<file path="src/rtl/perm_pkg.sv">
`timescale 1ns/1ps
package perm_pkg;
  localparam int MAX_STATES = 16;

  typedef enum logic {PH_IDLE, PH_BUILD} phase_t;

  // Bits to hold a state number 0..n-1.
  function automatic int state_width(input int n);
    return (n <= 2) ? 1 : $clog2(n);
  endfunction
endpackage

</file>
<file path="src/rtl/perm_affine_seq.sv">
`timescale 1ns/1ps
// Steps through (p*x + q) mod n for x = 0,1,2,... using one add per step.
module perm_affine_seq #(
  parameter int N_STATES = 7,
  parameter int SW = 3
) (
  input  logic          clk,
  input  logic          rst_n,
  input  logic          load,
  input  logic          advance,
  input  logic [SW-1:0] p_in,
  input  logic [SW-1:0] q_in,
  output logic [SW-1:0] val
);
  localparam logic [SW:0] N_W = (SW+1)'(N_STATES);

  logic [SW-1:0] p_r, acc;
  logic [SW-1:0] p_red, q_red, acc_nx;
  logic [SW:0]   sum;

  // Inputs are below 2^SW < 2n, so one conditional subtract reduces them.
  always_comb begin
    p_red = ({1'b0, p_in} >= N_W) ? SW'({1'b0, p_in} - N_W) : p_in;
    q_red = ({1'b0, q_in} >= N_W) ? SW'({1'b0, q_in} - N_W) : q_in;
    sum   = {1'b0, acc} + {1'b0, p_r};
    acc_nx = (sum >= N_W) ? SW'(sum - N_W) : SW'(sum);
  end

  always_ff @(posedge clk or negedge rst_n) begin
    if (!rst_n) begin
      p_r <= '0;
      acc <= '0;
    end else if (load) begin
      p_r <= p_red;
      acc <= q_red;
    end else if (advance) begin
      acc <= acc_nx;
    end
  end

  assign val = acc;
endmodule

</file>
<file path="src/rtl/perm_seen_tracker.sv">
`timescale 1ns/1ps
// Records which states have already appeared during a commit pass.
module perm_seen_tracker #(
  parameter int N_STATES = 7,
  parameter int SW = 3
) (
  input  logic          clk,
  input  logic          rst_n,
  input  logic          clear,
  input  logic          mark,
  input  logic [SW-1:0] val,
  output logic          in_range,
  output logic          bad_now,
  output logic          err_acc
);
  localparam int          TBL_D = 1 << SW;
  localparam logic [SW:0] N_W   = (SW+1)'(N_STATES);

  logic [TBL_D-1:0] seen;

  assign in_range = ({1'b0, val} < N_W);
  assign bad_now  = !in_range || seen[val];

  always_ff @(posedge clk or negedge rst_n) begin
    if (!rst_n) begin
      seen    <= '0;
      err_acc <= 1'b0;
    end else if (clear) begin
      seen    <= '0;
      err_acc <= 1'b0;
    end else if (mark) begin
      if (in_range) seen[val] <= 1'b1;
      err_acc <= err_acc | bad_now;
    end
  end
endmodule

</file>
<file path="src/rtl/perm_inverter_loader.sv">
`timescale 1ns/1ps
module perm_inverter_loader
  import perm_pkg::*;
#(
  parameter int N_STATES = 7,
  localparam int SW = state_width(N_STATES)
) (
  input  logic          clk,
  input  logic          rst_n,
  input  logic          wr_valid,
  output logic          wr_ready,
  input  logic [SW-1:0] wr_idx,
  input  logic [SW-1:0] wr_val,
  input  logic          load_go,
  input  logic          gen_go,
  input  logic [SW-1:0] gen_p,
  input  logic [SW-1:0] gen_q,
  output logic          busy,
  output logic          done,
  output logic          tbl_ok,
  output logic          tbl_err,
  input  logic [SW-1:0] fwd_idx,
  output logic [SW-1:0] fwd_val,
  input  logic [SW-1:0] rev_idx,
  output logic [SW-1:0] rev_val
);
  localparam int          TBL_D  = 1 << SW;
  localparam logic [SW:0] N_W    = (SW+1)'(N_STATES);
  localparam logic [SW-1:0] LAST = SW'(N_STATES - 1);

  typedef logic [TBL_D-1:0][SW-1:0] tbl_t;

  function automatic tbl_t ident_tbl();
    tbl_t t;
    for (int i = 0; i < TBL_D; i++) t[i] = SW'(i);
    return t;
  endfunction

  phase_t        phase;
  logic [SW-1:0] step;
  logic          gen_mode;
  tbl_t          stage_inv, stage_rev, act_inv, act_rev;
  tbl_t          inv_nx, rev_nx;
  logic          done_q, ok_q, err_q;

  logic          idle, start, wr_take;
  logic [SW-1:0] aff_val, cur_val;
  logic          cur_in_range, cur_bad, err_acc, final_ok, last_step;

  assign idle     = (phase == PH_IDLE);
  assign start    = idle && (gen_go || load_go);
  assign wr_take  = idle && wr_valid && ({1'b0, wr_idx} < N_W);
  assign last_step = (step == LAST);

  perm_affine_seq #(.N_STATES(N_STATES), .SW(SW)) aff_i (
    .clk     (clk),
    .rst_n   (rst_n),
    .load    (idle && gen_go),
    .advance (!idle),
    .p_in    (gen_p),
    .q_in    (gen_q),
    .val     (aff_val)
  );

  assign cur_val = gen_mode ? aff_val : stage_inv[step];

  perm_seen_tracker #(.N_STATES(N_STATES), .SW(SW)) seen_i (
    .clk      (clk),
    .rst_n    (rst_n),
    .clear    (start),
    .mark     (!idle),
    .val      (cur_val),
    .in_range (cur_in_range),
    .bad_now  (cur_bad),
    .err_acc  (err_acc)
  );

  assign final_ok = !err_acc && !cur_bad;

  // Next staging contents for the current build step.
  always_comb begin
    inv_nx = stage_inv;
    rev_nx = stage_rev;
    inv_nx[step] = cur_val;
    if (cur_in_range) rev_nx[cur_val] = step;
  end

  always_ff @(posedge clk or negedge rst_n) begin
    if (!rst_n) begin
      phase     <= PH_IDLE;
      step      <= '0;
      gen_mode  <= 1'b0;
      stage_inv <= ident_tbl();
      stage_rev <= ident_tbl();
      act_inv   <= ident_tbl();
      act_rev   <= ident_tbl();
      done_q    <= 1'b0;
      ok_q      <= 1'b0;
      err_q     <= 1'b0;
    end else begin
      done_q <= 1'b0;
      unique case (phase)
        PH_IDLE: begin
          if (wr_take) stage_inv[wr_idx] <= wr_val;
          if (start) begin
            phase     <= PH_BUILD;
            step      <= '0;
            gen_mode  <= gen_go;
            stage_rev <= ident_tbl();
          end
        end
        PH_BUILD: begin
          stage_inv <= inv_nx;
          stage_rev <= rev_nx;
          step      <= step + 1'b1;
          if (last_step) begin
            phase   <= PH_IDLE;
            done_q  <= 1'b1;
            ok_q    <= final_ok;
            err_q   <= !final_ok;
            act_inv <= final_ok ? inv_nx : ident_tbl();
            act_rev <= final_ok ? rev_nx : ident_tbl();
          end
        end
        default: phase <= PH_IDLE;
      endcase
    end
  end

  assign wr_ready = idle;
  assign busy     = !idle;
  assign done     = done_q;
  assign tbl_ok   = ok_q;
  assign tbl_err  = err_q;
  assign fwd_val  = act_inv[fwd_idx];
  assign rev_val  = act_rev[rev_idx];
endmodule

</file>
<file path="config.mk">
export PLATFORM = sky130hd
export DESIGN_NAME = perm_inverter_loader
export DESIGN_NICKNAME = d
export VERILOG_FILES = /design/src/rtl/perm_pkg.sv /design/src/rtl/perm_affine_seq.sv /design/src/rtl/perm_seen_tracker.sv /design/src/rtl/perm_inverter_loader.sv
export SDC_FILE = /design/constraint.sdc
export NUM_CORES = 1
export LEC_CHECK = 0
export BUFFER_PORTS_ARGS = -buffer_cell sky130_fd_sc_hd__buf_2
export CORE_MARGIN = 8
export CORE_UTILIZATION = 40
export CTS_CLUSTER_DIAMETER = 40
export DETAILED_ROUTE_END_ITERATION = 8
export MAX_ROUTING_LAYER = met4
export PLACE_DENSITY = 0.54
export SYNTH_ARGS = -nofsm -noshare
export SYNTH_HDL_FRONTEND = slang
export SYNTH_SLANG_ARGS = --single-unit
</file>
<file path="constraint.sdc">
create_clock -name clk -period 6.9 [get_ports clk]
set_clock_uncertainty 0.05 [all_clocks]
set_input_delay 1.38 -clock clk [delete_from_list [all_inputs] [get_ports clk]]
set_output_delay 1.38 -clock clk [all_outputs]
set_load 0.005 [all_outputs]
</file>
---- After elaboration in Yosys (flattened, before gate mapping) ----
Index checks and enable logic that the tools add are counted.
operators by class
  order comparisons ....................... 13
  bitwise gates (word level) .............. 3
  muxes and demuxes ....................... 44
  add/subtract/negate cells ............... 5
  equal/unequal tests ..................... 3
  reductions and logical operators ........ 20
operators with widths
  kind                 count
  $mux 24              5
  $pmux 24 s2          2
  $bwmux 24            3
  $mux 3               13
  $bmux 3 s3           3
  $demux 3 s3          3
  $mux 8               3
  $lt 3x4->1 const B   5
  $ge 3x1->1 const B   3
  $sub 3x3->3 const B  3
  $logic_and 1x1->1    8
  $mux 1               8
  $or 8x8->8           1
  $ge 3x3->1 const B   2
  $lt 3x3->1 const B   2
  $pmux 3 s2           1
  $reduce_and 2->1     3
  $reduce_bool 2->1    3
  $add 3x3->4          1
  $ge 4x3->1 const B   1
  $logic_not 1->1      4
  $ne 2x1->1 const B   2
  $add 3x1->3 const B  1
  $bmux 1 s3           1
  other kinds (6)      7
storage, ports and cells
  logic and storage cells ................. 130
  output and inout port bits .............. 11
  bits of input ports ..................... 23
  flip-flop bits (word level) ............. 119

---- Logic depth before layout (Yosys ltp) ----
Gate-level depths: netlist (run 1).
  word-level depth ........................ 11
  gate-level depth with buffers ........... 9
  gate-level depth less buffers ........... 9

---- By module ----
A second synthesis (run 1) with hierarchy kept.
unflattened totals
  cells, all modules ...................... 613
  area, all modules ....................... 6446.2 um2
modules (own cells, without submodules)
  module                seq. area each (um2)  times used  area an instance (um2)  cells an instance
  perm_inverter_loader  2662.6                1           5501.5                  512
  perm_affine_seq       150.1                 1           541.8                   57
  perm_seen_tracker     200.2                 1           402.9                   44

---- Worst setup path before layout (run 1) ----
Ideal clock, no wire load.
  path type ............................... input -> output
  from .................................... input port fwd_idx[0]
  to ...................................... output port fwd_val[0]
  arrival ................................. 2515 ps
  slack ................................... 2955 ps
  required time ........................... 5470 ps
  path buffers ............................ 1
  cell stages on the path ................. 3
  path through ............................ clkbuf_1 > mux4_2 > mux2_2
on the way
  word-level cells in the longest chain between the ends .. 2
RTL lines
  what                          line                         text
  start: declaration            perm_inverter_loader.sv:22   input logic [SW-1:0] fwd_idx,
  $bmux 3 s3                    perm_inverter_loader.sv:135  assign fwd_val = act_inv[fwd_idx];
  $mux 3 (not written as such)  perm_inverter_loader.sv:135
  end: declaration              perm_inverter_loader.sv:23   output logic [SW-1:0] fwd_val,
Every way passes these cells. The select of a mux whose other input is x is not followed.

---- Worst setup path in the final report (run 1) ----
  from .................................... input port rev_idx[0]
  to ...................................... output port rev_val[2]
on the way
  word-level cells in the longest chain between the ends .. 2
RTL lines
  what                          line                         text
  start: declaration            perm_inverter_loader.sv:24   input logic [SW-1:0] rev_idx,
  $bmux 3 s3                    perm_inverter_loader.sv:136  assign rev_val = act_rev[rev_idx];
  $mux 3 (not written as such)  perm_inverter_loader.sv:136
  end: declaration              perm_inverter_loader.sv:25   output logic [SW-1:0] rev_val
Every way passes these cells. The select of a mux whose other input is x is not followed.

==> flow_summary.json, run 1 <==
{
  "ys.flop_type": "dfrtp_1",
  "grt_max_degree": 74,
  "hold_class": "flop to flop",
  "cts_buffers": 17,
  "wire_per_inst_microns": 19.33,
  "num_rows": 46,
  "num_vias": 4772,
  "clk_pin_slew_worst_paths_ns": 0.05,
  "cap_violations": 0,
  "finalCriticalPeriod_ns": 3.941,
  "powerDensity_nw_per_um2": 536.9,
  "syn_nets": 654,
  "netlist_instances": 620,
  "critPathTopFamily": "multiplexers",
  "drc": 0,
  "post_cts_resized": 0,
  "synthTopCellsByCount": "dfrtp_1 (70), nand2_1 (70), nor2_1 (64)",
  "end_kind": "output pin",
  "gp_congestion": 0.8525,
  "worstPathCellList": "buf_2 -> mux4_2 -> mux2_2 -> buf_2",
  "setup_viol": 0,
  "initial_core_util": 0.4073,
  "synth_top_area_frac": 0.2727,
  "die_h_microns": 142.7,
  "r2r_cells": 8,
  "synth_area_leaders": "dfrtp_1 (27%), dfstp_2 (20%), mux2i_1 (7.5%), mux2_2 (5.8%), mux4_2 (4.6%)",
  "synth.largest_area_cell": "dfrtp_1",
  "drtPass1Iterations": 5,
  "worstPathArrival_ns": 2.51,
  "power.leakage_nw": 3.143,
  "cts_hold_buf": 0,
  "routed_via_density": 5.498,
  "cp.depth": 4,
  "crit_path_start_kind": "primary input",
  "drive_gt1_frac": 0.2853,
  "grt.total_usage": 0.1806,
  "placed_cells": 836,
  "yosysSeqAreaShare": 0.4690,
  "cp_slowest_cell": "mux4_2",
  "post-dp-hpwl_mm": 11.58,
  "cts_tree": "built",
  "max_freq_mhz": 253.7,
  "antenna_cells": 0,
  "placed_area_sq_um": 6748,
  "drv_slew": 0,
  "grt_pass1_vias": 4844,
  "critPathBufInv": 2,
  "synth_edf_count": 0,
  "fin_hold_ws_ns": 0.4243,
  "path_max_fanout": 6,
  "slowest_delay_ns": 0.52,
  "numPortBuffers": 33,
  "r2r_start": "step[0]$_DFFE_PN0P_",
  "h-tree-depth": 4,
  "async_reset_ff_frac": 1.000,
  "reg2reg_to": "act_inv[6]$_DFFE_PN0P_",
  "synth-seq-cells": 118,
  "die_width_microns": 142.7,
  "cp-startpoint": "rev_idx[0]",
  "hold_violations": 0,
  "fin_cells": 868,
  "tightest_slew_ns": 1.029,
  "ff2ff_setup_slack_ns": 3.21,
  "hold_start": "tbl_err$_DFFE_PN0P_",
  "hold-path-cell-count": 2,
  "rsz0062_at_grt": "false",
  "overflow": 0,
  "ir_drop_mv": 0.2543,
  "final_nets": 673,
  "syn_area_sq_um": 6424,
  "setup_tns_ns": 0,
  "critPathMostFrequentCell": "buf_2",
  "crit_required_ns": 5.47,
  "relSlewSlack": 0.3139,
  "initialDrtViolationCount": 385,
  "antenna_left": 0,
  "numClockSinks": 118,
  "drt-total-wl_mm": 16.78,
  "insertion_delay_ns": 0.42,
  "synthDistinctLibCells": 56,
  "avgSynthCellArea_sq_um": 10.36,
  "run_status": "finished, final reports clean",
  "post-cts-setup-buffers": 0,
  "crit_type": "primary input to output pin",
  "max-clock-path-buffers": 2,
  "die_area_sq_um": 20370,
  "io_pins": 34,
  "yosysWarnings": 0,
  "fin_crit_sh": 0.5712,
  "finalInstanceArea_sq_um": 7370,
  "clockRootBuffer": "clkbuf_16",
  "hold_end": "tbl_err$_DFFE_PN0P_",
  "antenna_found_initial": 0,
  "grt_pass1_wl_mm": 27.31,
  "final_core_util": 0.4673,
  "core_sq_um": 15770,
  "syn_to_final_growth_pct": 14.73
}
==> layer usage <==
metal	part of all wire	vias up	GRT usage
met5	0	-	-
met4	0.021	0	0.06376
met3	0.040	27	0.04574
met2	0.47	104	0.2761
met1	0.47	2358	0.2286
li1	-	2283	-
==> through the flow <==
stage	power [W]	setup slack, ns
after floorplan	0.002547	2.955
after global placement	0.002989	2.990
after detailed placement	0.003032	2.947
after CTS	0.003979	2.947
after global routing	0.004223	2.898
final	0.003957	2.959
==> cells by family (layout without fill, tap and decap cells) <==
| kind of cell | after synthesis | in the layout | synth area share |
|---|---|---|---|
| AO/OA/AOI/OAI | 160 | 160 | 0.1663 |
| adder cells (fa/ha/maj) | 11 | 11 | 0.02259 |
| flip-flops | 118 | 118 | 0.4690 |
| buffers and inverters | 53 | 85 | 0.03486 |
| XOR/XNOR | 2 | 2 | 0.002727 |
| AND/OR/NAND/NOR | 182 | 182 | 0.1262 |
| multiplexers | 94 | 94 | 0.1782 |
==> worst max path at each step <==
stage	slack, ns	endpoint
global route	2.90	rev_val[2]
floorplan	2.95	fwd_val[0]
CTS	2.95	rev_val[1]
finish	2.96	rev_val[2]
detailed placement	2.95	rev_val[1]
global placement	2.99	rev_val[0]
==> state kept, by name (all words and copies together), names as in the netlist <==
register / count
aff_i.p_r: 3
seen_i.seen: 7
gen_mode: 1
tbl_err: 1
done: 1
act_rev: 24
step: 3
stage_rev: 24
act_inv: 24
seen_i.err_acc: 1
tbl_ok: 1
busy: 1
stage_inv: 24
aff_i.val: 3
==> worst reg2reg max path: cells and delay by family (launching register included) <==
| kind | cells | cell delay [ns] |
|---|---|---|
| AOI/OAI and AO/OA | 6 | 2.24 |
| DFF | 1 | 0.67 |
| buffers and inverters | 1 | 0.37 |
| and+or+nand+nor | 1 | 0.19 |
==> cell usage in the layout, fill, tap and decap left out, types with 3 or more instances in the layout <==
master     instances
mux4_2            13
mux2_2            33
a31o_2             8
nor2_1            64
nand2b_1          10
bufinv_16          4
dfrtp_1           70
o31ai_1           11
ha_1              10
a31oi_1           20
nor3_1             7
o22ai_1            3
buf_2             32
clkinv_2           6
a21o_1             3
o21ai_0           48
dfstp_2           48
and2_1            10
buf_4              9
clkbuf_16         17
inv_1             12
nand3_1            4
a21oi_1           32
a211oi_1           4
nand2_1           70
a22o_1             9
mux2i_1           48
o21a_1             3
nand4b_1           3
==> area by class of cell <==
cell class	count	area [sq um]
Tap cell	216	270.3
Timing Repair Buffer	41	227.7
Clock buffer	18	439.2
Multi-Input combinational cell	449	3192
Fill cell	1527	8401
Sequential cell	118	3013
Clock inverter	14	182.7
Inverter	12	45.04
==> report_power, final <==
part           switching [W]  internal [W]
clock network       0.000323      0.000609
logic               0.000980      0.000697
registers           0.000269       0.00108
No activity file was read; power rests on OpenSTA's default activity.
==> run 2: changes to the inputs <==
--- a/config.mk
+++ b/config.mk
@@ -5,13 +5,14 @@
 export SDC_FILE = /design/constraint.sdc
 export NUM_CORES = 1
 export LEC_CHECK = 0
+export ABC_AREA = 1
 export BUFFER_PORTS_ARGS = -buffer_cell sky130_fd_sc_hd__buf_2
 export CORE_MARGIN = 8
 export CORE_UTILIZATION = 40
 export CTS_CLUSTER_DIAMETER = 40
 export DETAILED_ROUTE_END_ITERATION = 8
 export MAX_ROUTING_LAYER = met4
-export PLACE_DENSITY = 0.54
+export PLACE_DENSITY = 0.56
 export SYNTH_ARGS = -nofsm -noshare
 export SYNTH_HDL_FRONTEND = slang
 export SYNTH_SLANG_ARGS = --single-unit
==> constraint.sdc (replaced) <==
create_clock -name clk -period 3.6 [get_ports clk]
set_clock_uncertainty 0.05 [all_clocks]
set_input_delay 0.72 -clock clk [delete_from_list [all_inputs] [get_ports clk]]
set_output_delay 0.72 -clock clk [all_outputs]
set_load 0.005 [all_outputs]
==> run 2 against run 1 <==
  * Utilization is 0.89 points lower
  * Synthesized area is 4.6% higher
  * Die area is 4.1% higher
  * Synthesized cell count is 46% higher
  * Global-route usage is 0.47 points higher
  * Power is 100% higher
  * Clock power is 75% higher
  * Wire length is 8.9% higher
  * Highest routed layer unchanged
  * Critical path type is now flop to flop
==> flow_summary.json, run 2 <==
{
  "run_status": "finished, final reports clean",
  "grt_pass1_wl_mm": 30.85,
  "hold_class": "primary input to async pin",
  "cap_violations": 0,
  "fill_cells": 1684,
  "power_frac_seq": 0.317,
  "die_area_sq_um": 21200,
  "clockRootBuffer": "clkbuf_16",
  "rsz0062_at_grt": "false",
  "ff2ff_setup_slack_ns": 0.74,
  "drive_gt1_frac": 0.1571,
  "syn_to_final_growth_pct": 12.76,
  "netlist_instances": 905,
  "h-tree-depth": 4,
  "setup_viol": 0,
  "comb_power_share": 0.480,
  "post-dp-hpwl_mm": 12.49,
  "critPathBufInv": 0,
  "max-clock-path-buffers": 2,
  "post-place-ws_ns": 0.6174,
  "fin_ws_ns": 0.7428,
  "relSlewSlack": 0.3407,
  "seq_area_sq_um": 3013,
  "yosysWarnings": 0,
  "grt_max_degree": 53,
  "num_rows": 47,
  "final_nets": 957,
  "worstPathArrival_ns": 3.07,
  "ir_drop_mv": 0.4192,
  "wire_per_inst_microns": 15.81,
  "synth_area_leaders": "dfrtp_1 (26%), dfstp_2 (19%), nand2_1 (16%), nand3_1 (8.0%), o21ai_0 (6.6%)",
  "path_max_fanout": 26,
  "powerDensity_nw_per_um2": 1062,
  "ys.flop_type": "dfrtp_1",
  "yosysSeqAreaShare": 0.4485,
  "insertion_delay_ns": 0.42,
  "slowest_delay_ns": 0.72,
  "cts_tree": "built",
  "num_vias": 5927,
  "hold_violations": 0,
  "routed_via_density": 5.127,
  "syn_nets": 939,
  "synthTopCellsByCount": "nand2_1 (287), nand3_1 (107), o21ai_0 (88), inv_1 (79)",
  "overflow": 0,
  "max_freq_mhz": 350.0,
  "grt_pass1_vias": 5743,
  "numClockSinks": 118,
  "grt.total_usage": 0.1853,
  "syn_area_sq_um": 6718,
  "drc": 0,
  "worstPathCellList": "nor2_2 -> nand3_1 -> nand2_1 -> nor2_2 -> nand2_2 -> nand2_4 -> nand2_1 -> nand2_1 -> nand2_1 -> nor2_4 -> nand2_1 -> nand2_1 -> o21ai_0",
  "drt-total-wl_mm": 18.27,
  "initial_core_util": 0.4065,
  "antenna_found_initial": 0,
  "async_reset_ff_frac": 1.000,
  "tightest_slew_ns": 0.9853,
  "synth.largest_area_cell": "dfrtp_1",
  "fin_crit_sh": 0.7937,
  "drtPass1Iterations": 5,
  "crit_path_start_kind": "flop",
  "multi_input_area_sq_um": 3143,
  "drv_slew": 0,
  "power.leakage_nw": 3.672,
  "critPathMostFrequentCell": "nand2_1",
  "synth-seq-cells": 118,
  "cp_slowest_cell": "dfrtp_1",
  "end_kind": "flop",
  "numPortBuffers": 33,
  "critPathTopFamily": "simple AND/OR/NAND/NOR gates",
  "clk_pin_slew_worst_paths_ns": 0.06,
  "post_cts_resized": 0,
  "initialDrtViolationCount": 493,
  "synth_edf_count": 0,
  "avgSynthCellArea_sq_um": 7.423,
  "core_sq_um": 16520,
  "crit_type": "flop to flop",
  "antenna_cells": 0,
  "cts_buffers": 17,
  "die_width_microns": 145.6,
  "antenna_left": 0,
  "p_clk_frac": 0.203,
  "switching_share": 0.4614,
  "crit_required_ns": 3.82,
  "final_cell_mix": "nand2_1 (287), nand3_1 (106), o21ai_0 (88)",
  "setup_tns_ns": 0,
  "io_pins": 34,
  "cts_hold_buf": 0,
  "p_int_w": 0.004334,
  "p_sw_w": 0.003713,
  "synthDistinctLibCells": 38,
  "finalCriticalPeriod_ns": 2.857,
  "gp_congestion": 0.8740,
  "post-cts-setup-buffers": 0,
  "synth_top_area_frac": 0.2608,
  "final_common_cell": "nand2_1",
  "die_h_microns": 145.6,
  "synth.most_common_cell": "nand2_1"
}
## run 2: cell types whose count changed in the layout (fill, tap and decap cells not counted), moves of 33 or more
cell     previous run  this run
nand2_1            70       287
nand3_1             4       106
mux2i_1            48         0
mux2_2             33         0
o21ai_0            48        88
inv_1              12        79
## run 2: power groups by stage
stage	clock, W	combinational, W	sequential, W
global route	0.00172	0.00441	0.00263
CTS	0.00166	0.00387	0.00255
global placement	0	0.00386	0.00256
finish	0.00163	0.00387	0.00255
detailed placement	0	0.00386	0.00256
floorplan	0	0.00306	0.00237
## run 2: routing by layer
metal,vias to the layer above,share of wire,GRT usage
met5,-,0,-
met4,0,0.014,0.06195
met3,20,0.039,0.03296
met2,135,0.42,0.2554
met1,2759,0.52,0.2672
li1,3013,-,-
## run 2: path summary, 6_finish.rpt
check / end / startpoint / cells after the start
max: seen_i.err_acc$_DFFE_PN0P_ / step[1]$_DFFE_PN0P_ / 13
min: stage_inv[16]$_DFFE_PN0P_ / rst_n / 1
max reg2reg: seen_i.err_acc$_DFFE_PN0P_ / step[1]$_DFFE_PN0P_ / 13
min reg2reg: act_rev[9]$_DFFE_PN1P_ / act_rev[9]$_DFFE_PN1P_ / 2
max in group asynchronous: stage_rev[3]$_DFFE_PN1P_ / rst_n / 2
min in group clk: act_rev[9]$_DFFE_PN1P_ / act_rev[9]$_DFFE_PN1P_ / 2
## run 2: cell type report
class,count,area share
clock inverters,10,0.01388
repair buffers,43,0.03370
inverters,85,0.04344
flip-flops and latches,118,0.3978
well taps,220,0.03634
multi-input cells,658,0.4149
clock buffers,22,0.05996
## run 2: cell families (layout without fill, tap and decap cells)
group	Yosys count	count (layout)	synth area share
xor+xnor	3	3	0.003912
flops	118	118	0.4485
compound gates	148	148	0.1259
buf+inv	129	160	0.08437
simple gates	496	496	0.3157
fa+ha+maj	11	11	0.02161
## run 2: through the flow
step | cell area (sq um) | hold WS, ns | power (W) | util | std cells
after floorplan | 6718 | 0.3744 | 0.005423 | - | 905
after global placement | 7015 | 0.4055 | 0.006417 | 0.4245 | 1124
after detailed placement | 7015 | 0.4064 | 0.006423 | 0.4245 | 1124
after CTS | 7575 | 0.3182 | 0.008085 | 0.4584 | 1156
after global routing | 7575 | 0.3503 | 0.008765 | 0.4584 | 1156
final | 7575 | 0.3013 | 0.008047 | 0.4584 | 1156
## run 2: worst register-to-register path: cells and delay by family, from the launching register on
family | cells | cell delay, ns
flops | 1 | 0.72
compound gates | 1 | 0.08
simple gates | 12 | 1.86
==> run 3: changes to the inputs <==
==> constraint.sdc (replaced) <==
create_clock -name clk -period 2.4 [get_ports clk]
set_clock_uncertainty 0.05 [all_clocks]
set_input_delay 0.48 -clock clk [delete_from_list [all_inputs] [get_ports clk]]
set_output_delay 0.48 -clock clk [all_outputs]
set_load 0.005 [all_outputs]
==> run 3 against run 2 <==
  * Power grew 56%
  * Sequential share of layout area shrank 1.2 points
  * Combinational power grew 65%
  * Critical path depth is the same
  * Utilization grew 1.5 points
  * Setup slack lost 0.57 ns
  * Wire length grew 1.3%
  * Non-clock buffer count grew 23
  * Clock power grew 46%
  * Cell count grew 2.0%
  * Worst hold slack lost 0.035 ns
  * Maximum frequency grew 29%
  * Largest cell class unchanged
==> flow_summary.json, run 3 (synthesized netlist as in run 2, its figures left out) <==
{
  "die_area_sq_um": 21200,
  "cts_buffers": 17,
  "initial_core_util": 0.4065,
  "crit_required_ns": 2.70,
  "drtPass1Iterations": 5,
  "rsz0062_at_grt": "true",
  "numClockSinks": 118,
  "post-dp-hpwl_mm": 13.34,
  "crit_path_start_kind": "flop",
  "finalCriticalPeriod_ns": 2.223,
  "drv_slew": 0,
  "h-tree-depth": 4,
  "antenna_cells": 0,
  "cts_tree": "built",
  "initialDrtViolationCount": 499,
  "ir_drop_mv": 0.8276,
  "seq_area_sq_um": 3014,
  "relSlewSlack": 0.4424,
  "max_freq_mhz": 449.9,
  "final_cell_mix": "nand2_1 (287), nand3_1 (106), o21ai_0 (87)",
  "multi_input_area_sq_um": 3152,
  "num_rows": 47,
  "wire_per_inst_microns": 15.70,
  "critPathMostFrequentCell": "nand2_1",
  "antenna_left": 0,
  "drc": 0,
  "grt_pass1_wl_mm": 30.54,
  "power.leakage_nw": 3.800,
  "grt_max_degree": 51,
  "insertion_delay_ns": 0.42,
  "grt.total_usage": 0.1859,
  "run_status": "finished, final reports clean",
  "end_kind": "flop",
  "clk_pin_slew_worst_paths_ns": 0.05,
  "setup_tns_ns": 0,
  "num_vias": 5975,
  "slowest_delay_ns": 0.41,
  "gp_congestion": 0.8424,
  "antenna_found_initial": 0,
  "worstPathArrival_ns": 2.53,
  "drt-total-wl_mm": 18.52,
  "routed_via_density": 5.068,
  "setup_viol": 0,
  "max-clock-path-buffers": 2,
  "die_width_microns": 145.6,
  "fin_crit_sh": 0.9262,
  "power_w": 0.01256,
  "tightest_slew_ns": 0.8364,
  "hold_violations": 0,
  "die_h_microns": 145.6,
  "cp_slowest_cell": "o21ai_0",
  "clockRootBuffer": "clkbuf_16",
  "path_max_fanout": 21,
  "powerDensity_nw_per_um2": 1606,
  "drive_gt1_frac": 0.1773,
  "final_common_cell": "nand2_1",
  "core_sq_um": 16520,
  "syn_to_final_growth_pct": 16.39,
  "post-cts-setup-buffers": 0,
  "fin_hold_ws_ns": 0.2659,
  "crit_type": "flop to flop",
  "hold_class": "primary input to flop",
  "cap_violations": 0,
  "grt_pass1_vias": 5677,
  "numPortBuffers": 33,
  "io_pins": 34,
  "worstPathCellList": "buf_12 -> inv_8 -> nand2_1 -> nand3_1 -> nand2_1 -> nor2_2 -> nand2_2 -> nand2_4 -> inv_1 -> o21ai_0 -> nand3_1 -> nand2_1 -> nand2_1",
  "overflow": 0,
  "final_nets": 980,
  "fill_cells": 1675
}
-- run 3: worst paths after layout --
path / startpoint / to / slack, ns / cells past startpoint
max: step[0]$_DFFE_PN0P_ / act_inv[3]$_DFFE_PN1P_ / 0.18 / 13
min: gen_p[0] / aff_i.p_r[0]$_DFFE_PN0P_ / 0.27 / 3
max reg2reg: step[0]$_DFFE_PN0P_ / act_inv[3]$_DFFE_PN1P_ / 0.18 / 13
min reg2reg: act_rev[10]$_DFFE_PN1P_ / act_rev[10]$_DFFE_PN1P_ / 0.41 / 2
max in group asynchronous: rst_n / act_rev[7]$_DFFE_PN1P_ / 1.10 / 3
min in group asynchronous: rst_n / stage_inv[12]$_DFFE_PN0P_ / 0.51 / 2
-- run 3: what timing repair did --
| action | CTS | global route |
|---|---|---|
| endpoints found under the hold margin | 16 | 0 |
| gates resized for setup | 0 | 7 |
| hold buffers | 1 | 0 |
| setup endpoints to repair | 0 | 35 |
-- run 3: stage by stage --
step / setup WS (ns) / cell area [sq um] / instances / util
after floorplan: 0.4260 / 6718 / 905 / -
after global routing: -0.03060 / 7819 / 1179 / 0.4732
final: 0.1771 / 7819 / 1179 / 0.4732
after CTS: 0.1435 / 7800 / 1179 / 0.4720
after detailed placement: 0.1613 / 7243 / 1146 / 0.4383
after global placement: 0.1501 / 7243 / 1146 / 0.4383
-- run 3: area by class of cell --
type                    count  area share
repair buffers             66     0.06353
well taps                 220     0.03521
multi-input cells         658      0.4031
clock inverters             9     0.01008
inverters                  85     0.04273
clock buffers              23     0.05985
flip-flops and latches    118      0.3855
-- run 3: worst max-delay path: cells and delay by family (launching register included) --
family	cells	cell delay, ns
flip-flops	1	0.40
AND/OR/NAND/NOR	9	0.83
buffers and inverters	3	0.45
AO/OA/AOI/OAI	1	0.41
-- run 3: layer usage --
layer  vias to the layer above  track usage  share of wire
met1                      2765       0.2580           0.51
met2                       139       0.2586           0.43
met3                        21      0.05006          0.046
met4                         0      0.05570          0.013
met5                         -            -              0
li1                       3050            -              -
-- run 3: report_power, final --
group	total (W)	internal (W)	switching, W
combinational	0.00639	0.00222	0.00417
sequential	0.00379	0.00319	0.000595
clock	0.00238	0.00147	0.000915
total	0.0126	0.00688	0.00568
